--- src/rtl/dbg_halt_pkg.sv ---
package dbg_halt_pkg;
   typedef enum logic [1:0] {
      CAUSE_FOF    = 2'd0,
      CAUSE_HWBRK  = 2'd1,
      CAUSE_HALTOP = 2'd2,
      CAUSE_PIN    = 2'd3
   } halt_cause_e;
endpackage

--- src/rtl/dbg_pin_edge.sv ---
module dbg_pin_edge #(
   parameter int SYNC_STAGES = 2
) (
   input  logic clk,
   input  logic rst_n,
   input  logic pin_n_i,
   output logic fall_o
);
   localparam int CHAIN_W = SYNC_STAGES + 1;

   logic [CHAIN_W-1:0] chain_q;

   generate
      if (SYNC_STAGES < 2) begin : g_bad_stages
         $error("dbg_pin_edge: SYNC_STAGES must be at least 2");
      end
      for (genvar s = 0; s < CHAIN_W; s++) begin : g_stage
         if (s == 0) begin : g_first
            always_ff @(posedge clk or negedge rst_n)
               if (!rst_n) chain_q[s] <= 1'b1;
               else        chain_q[s] <= pin_n_i;
         end else begin : g_next
            always_ff @(posedge clk or negedge rst_n)
               if (!rst_n) chain_q[s] <= 1'b1;
               else        chain_q[s] <= chain_q[s-1];
         end
      end
   endgenerate

   // Synchronized level is chain_q[SYNC_STAGES-1]; the extra flop holds its prior value.
   assign fall_o = chain_q[CHAIN_W-1] & ~chain_q[SYNC_STAGES-1];

   AST_FALL_SINGLE_PULSE: assert property (@(posedge clk) disable iff (!rst_n)
      fall_o |=> !fall_o);
endmodule

--- src/rtl/dbg_pend_bit.sv ---
module dbg_pend_bit (
   input  logic clk,
   input  logic rst_n,
   input  logic set_i,
   input  logic clr_i,
   output logic pend_o
);
   always_ff @(posedge clk or negedge rst_n)
      if (!rst_n)     pend_o <= 1'b0;
      else if (clr_i) pend_o <= 1'b0;
      else if (set_i) pend_o <= 1'b1;

   AST_PEND_CLEARED: assert property (@(posedge clk) disable iff (!rst_n)
      clr_i |=> !pend_o);
   AST_PEND_STICKY: assert property (@(posedge clk) disable iff (!rst_n)
      pend_o && !clr_i |=> pend_o);
endmodule

--- src/rtl/dbg_halt_arb.sv ---
module dbg_halt_arb
   import dbg_halt_pkg::*;
(
   input  logic        running_i,
   input  logic        fof_i,
   input  logic        halt_op_ok_i,
   input  logic        hw_ready_i,
   input  logic        pin_ready_i,
   output logic        enter_o,
   output halt_cause_e cause_o
);
   always_comb begin
      enter_o = 1'b0;
      cause_o = CAUSE_FOF;
      if (running_i) begin
         if (fof_i) begin
            enter_o = 1'b1;
            cause_o = CAUSE_FOF;
         end else if (hw_ready_i) begin
            enter_o = 1'b1;
            cause_o = CAUSE_HWBRK;
         end else if (halt_op_ok_i) begin
            enter_o = 1'b1;
            cause_o = CAUSE_HALTOP;
         end else if (pin_ready_i) begin
            enter_o = 1'b1;
            cause_o = CAUSE_PIN;
         end
      end
   end
endmodule

--- src/rtl/dbg_halt_ctrl.sv ---
module dbg_halt_ctrl
   import dbg_halt_pkg::*;
#(
   parameter int STATUS_W    = 4,
   parameter int SYNC_STAGES = 2
) (
   input  logic                clk,
   input  logic                rst_n,
   input  logic                fof_i,
   input  logic                hw_brk_i,
   input  logic                halt_op_i,
   input  logic                user_mode_i,
   input  logic                user_halt_en_i,
   input  logic                brk_pin_n_i,
   input  logic                sample_i,
   input  logic                resume_i,
   input  logic [STATUS_W-1:0] core_status_i,
   output logic                halt_req_o,
   output logic                priv_viol_o,
   output logic                halted_o,
   output logic [STATUS_W-1:0] status_o,
   output logic [1:0]          cause_o
);
   localparam logic [STATUS_W-1:0] HALT_CODE = {STATUS_W{1'b1}};

   generate
      if (STATUS_W < 2) begin : g_bad_status
         $error("dbg_halt_ctrl: STATUS_W must be at least 2");
      end
   endgenerate

   logic        halted_q;
   logic        pin_fall;
   logic        pend_hw, pend_pin;
   logic        halt_op_ok;
   logic        enter;
   halt_cause_e cause_d;
   logic [1:0]  cause_q;

   dbg_pin_edge #(.SYNC_STAGES(SYNC_STAGES)) u_pin (
      .clk     (clk),
      .rst_n   (rst_n),
      .pin_n_i (brk_pin_n_i),
      .fall_o  (pin_fall)
   );

   // Events arriving while halted are dropped (set gated by running state).
   dbg_pend_bit u_pend_hw (
      .clk    (clk),
      .rst_n  (rst_n),
      .set_i  (hw_brk_i & ~halted_q),
      .clr_i  (enter),
      .pend_o (pend_hw)
   );

   dbg_pend_bit u_pend_pin (
      .clk    (clk),
      .rst_n  (rst_n),
      .set_i  (pin_fall & ~halted_q),
      .clr_i  (enter),
      .pend_o (pend_pin)
   );

   assign halt_op_ok = halt_op_i & (~user_mode_i | user_halt_en_i);

   dbg_halt_arb u_arb (
      .running_i    (~halted_q),
      .fof_i        (fof_i),
      .halt_op_ok_i (halt_op_ok),
      .hw_ready_i   (sample_i & pend_hw),
      .pin_ready_i  (sample_i & pend_pin),
      .enter_o      (enter),
      .cause_o      (cause_d)
   );

   always_ff @(posedge clk or negedge rst_n)
      if (!rst_n) begin
         halted_q <= 1'b0;
         cause_q  <= CAUSE_FOF;
      end else if (halted_q) begin
         if (resume_i) halted_q <= 1'b0;
      end else if (enter) begin
         halted_q <= 1'b1;
         cause_q  <= cause_d;
      end

   assign halt_req_o  = enter;
   assign priv_viol_o = ~halted_q & halt_op_i & user_mode_i & ~user_halt_en_i;
   assign halted_o    = halted_q;
   assign cause_o     = cause_q;
   assign status_o    = halted_q ? HALT_CODE : core_status_i;

   AST_RESET_IDLE: assert property (@(posedge clk)
      $rose(rst_n) |-> !halted_o);
   AST_FOF_NOW: assert property (@(posedge clk) disable iff (!rst_n)
      fof_i && !halted_o |-> halt_req_o);
   AST_REQ_TO_HALT: assert property (@(posedge clk) disable iff (!rst_n)
      halt_req_o |=> halted_o);
   AST_PENDING_NEEDS_SAMPLE: assert property (@(posedge clk) disable iff (!rst_n)
      halt_req_o && !fof_i && !halt_op_i |-> sample_i);
   AST_USER_OP_BLOCKED: assert property (@(posedge clk) disable iff (!rst_n)
      priv_viol_o |=> cause_o != CAUSE_HALTOP || !$rose(halted_o));
   AST_STATUS_CODE: assert property (@(posedge clk) disable iff (!rst_n)
      halted_o |-> status_o == HALT_CODE);
   AST_FOF_CAUSE: assert property (@(posedge clk) disable iff (!rst_n)
      fof_i && !halted_o |=> cause_o == CAUSE_FOF);
   AST_RESUME_RELEASE: assert property (@(posedge clk) disable iff (!rst_n)
      halted_o && resume_i |=> !halted_o);
   AST_NO_REQ_HALTED: assert property (@(posedge clk) disable iff (!rst_n)
      halted_o |-> !halt_req_o && !priv_viol_o);
endmodule

--- config.mk ---
export PLATFORM = sky130hd
export DESIGN_NAME = dbg_halt_ctrl
export DESIGN_NICKNAME = d
export VERILOG_FILES = /design/src/rtl/dbg_halt_pkg.sv /design/src/rtl/dbg_pin_edge.sv /design/src/rtl/dbg_pend_bit.sv /design/src/rtl/dbg_halt_arb.sv /design/src/rtl/dbg_halt_ctrl.sv
export SDC_FILE = /design/constraint.sdc
export NUM_CORES = 1
export LEC_CHECK = 0
export ABC_AREA = 1
export BUFFER_PORTS_ARGS = -buffer_cell sky130_fd_sc_hd__buf_2
export CAP_MARGIN = 20
export CORE_AREA = 3 3 40 42
export DETAILED_ROUTE_END_ITERATION = 10
export DIE_AREA = 0 0 43 45
export PLACE_DENSITY = 0.59
export SKIP_CTS_REPAIR_TIMING = 1
export SYNTH_ARGS = -nofsm -noshare
export SYNTH_HDL_FRONTEND = slang
export SYNTH_SLANG_ARGS = --single-unit
--- constraint.sdc ---
create_clock -name clk -period 2.02 [get_ports clk]
set_input_delay 0.505 -clock clk [delete_from_list [all_inputs] [get_ports clk]]
set_output_delay 0.505 -clock clk [all_outputs]
set_load 0.1 [all_outputs]
==> results by group <==
Status
  • Status: finished, final reports clean

Clocking
  • CTS buffer count: 3
  • Clock transition at path regs: 0.06 ns
  • CTS tree: yes
  • H-tree depth reported by CTS: 1
  • Worst-Skew Late Latency: 0.26 ns
  • Root buffer cell: clkbuf_4
  • Max Buffers Root-to-Sink: 2
  • # clock sinks: 8

Floorplanning
  • Die Y: 45 um
  • I/O Pins: 23
  • Row count: 13
  • Core area: 1285 um^2
  • Die Wd: 43 um
  • DIE AREA: 1935 um^2
  • Starting density of the core: 30.09%

Drt
  • TritonRoute pass-1 iters: 4
  • Post-Route WL: 801 um
  • Via count: 326
  • Via density per instance: 4.075
  • DR WL/cell: 10.01 um
  • DRT iter0 DRCs: 6
  • DRC: 0
  • Antenna Nets Post-Route: 0

Final layout
  • Fillers: 123
  • Area of the multi-input gates: 171.4 um^2
  • Final nets: 80
  • Layout area overhead: 50.16%
  • Diodes inserted: 0
  • Ratio of cells with drive above 1 in the final layout: 69.23%
  • FF+latch area: 205.2 um^2
  • Final instance area: 580.6 um^2

Placed design
  • Detailed Place HPWL: 636.9 um
  • Port bufs: 22
  • Routability cong.: 0.6295
  • Post-Place Cell Area: 554.3 um^2

Critical path
  • Critical path capture point type: output pin
  • Setup slack, reg-to-reg: 1.02 ns
  • CP top delay family: flip-flops
  • Crit path kind: flip-flop to output pin
  • CP max-delay cell: dfrtp_2
  • CP arrival: 1.29 ns
  • Crit path max fanout: 7
  • CP required: 1.51 ns
  • Crit start category: flip-flop
  • Slowest stage delay, CP: 0.44 ns
  • CP cell instances: or2_2, buf_2
  • Worst path bufs/invs: 1

Yosys
  • Cell area after synthesis: 386.6 um^2
  • Synth Area per Inst: 9.913 um^2
  • Cell variety after synth: 15
  • Synthesized flop and latch total: 8
  • Synth warn: 0
  • Mapped Cells: 39
  • Seq/Total Area, Yosys: 52.75%
  • Syn Nets: 53

Timing
  • Setup Viol. Count Final: 0
  • Max Clock Skew: 0.01304 ns
  • Worst-Margin Slew: 0.4883 ns
  • FMAX: 0.5575 GHz
  • Final period utilization: 88.79%
  • Setup tns final: 0 ns
  • RSZ-0062 raised after global routing: no
  • Slew margin rel.: 67.67%
  • Final Slew Violations: 0
  • Min Tclk post-route: 1.794 ns
  • Final hold violation count: 0

Flow run
  • Max Cap Viol: 0

Global route
  • Vias in the first global route: 308
  • GRT Total Usage: 9.688%
  • GR Overflow Total: 0
  • Pin count of the biggest net entering global routing: 9
  • Initial antenna violation count: 0
  • Global-route wire length before repair: 1311 um

Hold path
  • Type of the most critical hold path: input pin to async pin
## routing by layer
| layer | up-vias | track usage (%) | wire (um) |
|---|---|---|---|
| met1 | 135 | 11.22 | 358 |
| met3 | 0 | 3.586 | 95 |
| met5 | - | 0 | 0 |
| met4 | 0 | 7.229 | 0 |
| li1 | 172 | - | - |
| met2 | 19 | 14.67 | 347 |
## state kept, by name, summed over array words and instances, names as in the netlist
signal,count
u_pin.chain_q,3
u_pend_hw.pend_o,1
u_pend_pin.pend_o,1
cause_o,2
halted_o,1
## placed cells by master, fill, tap and decap left out, drive strengths merged, types with 3 or more instances in the layout
cell	netlist	layout
or2	4	4
nand2	11	11
buf	0	22
dfrtp	5	5
clkbuf	0	4
a21oi	3	3
nor2	4	4
inv	5	5
dfstp	3	3
## synthesized netlist by cell type (all sizes together)
master / number / share of area, %
a21boi: 1 / 2.9
a21oi: 3 / 3.9
dfrtp: 5 / 32
dfstp: 3 / 20
inv: 5 / 4.9
nand2: 11 / 17
nand3: 1 / 1.3
nor2: 4 / 4.5
o211ai: 1 / 1.9
o21ai: 1 / 4.2
or2: 4 / 6.5
## logic make-up after synthesis
family	Yosys count	synth area share, %
AND/OR/NAND/NOR	20	29.45
flip-flops	8	52.75
AO/OA/AOI/OAI	6	12.95
buffers and inverters	5	4.855
## final cells by class
| class | instances | share of cell area, % |
|---|---|---|
| tap | 15 | 3.233 |
| timing repair buffer | 22 | 24.14 |
| inverter | 5 | 3.233 |
| multi-input combinational | 26 | 29.53 |
| clock buffer | 4 | 4.526 |
| sequential | 8 | 35.34 |
## worst paths after layout
path	from	endpoint	cells after the start
min in group clk	u_pin.chain_q[0]	u_pin.chain_q[1]	0
hold / removal	rst_n	cause_o[0]	1
setup / recovery	halted_o	status_o[3]	2
max in group asynchronous	rst_n	u_pin.chain_q[2]	1
hold reg to reg	u_pin.chain_q[0]	u_pin.chain_q[1]	0
setup reg to reg	u_pend_hw.pend_o	cause_o[0]	6
## stage by stage
stage | std cells | setup WS, ns | hold WS, ns | util, %
finish | 80 | 0.2264 | 0.07345 | 45.18
global route | 80 | 0.1725 | 0.07039 | 45.18
CTS | 80 | 0.2090 | 0.06718 | 45.18
detailed placement | 76 | 0.3221 | 0.3473 | 43.14
global placement | 76 | 0.3285 | 0.3457 | 43.14
floorplan | 39 | 0.09364 | 0.2094 | -
Power is not shown: default switching activity piles up to over one toggle a cycle in this logic, so the estimate is an artifact.
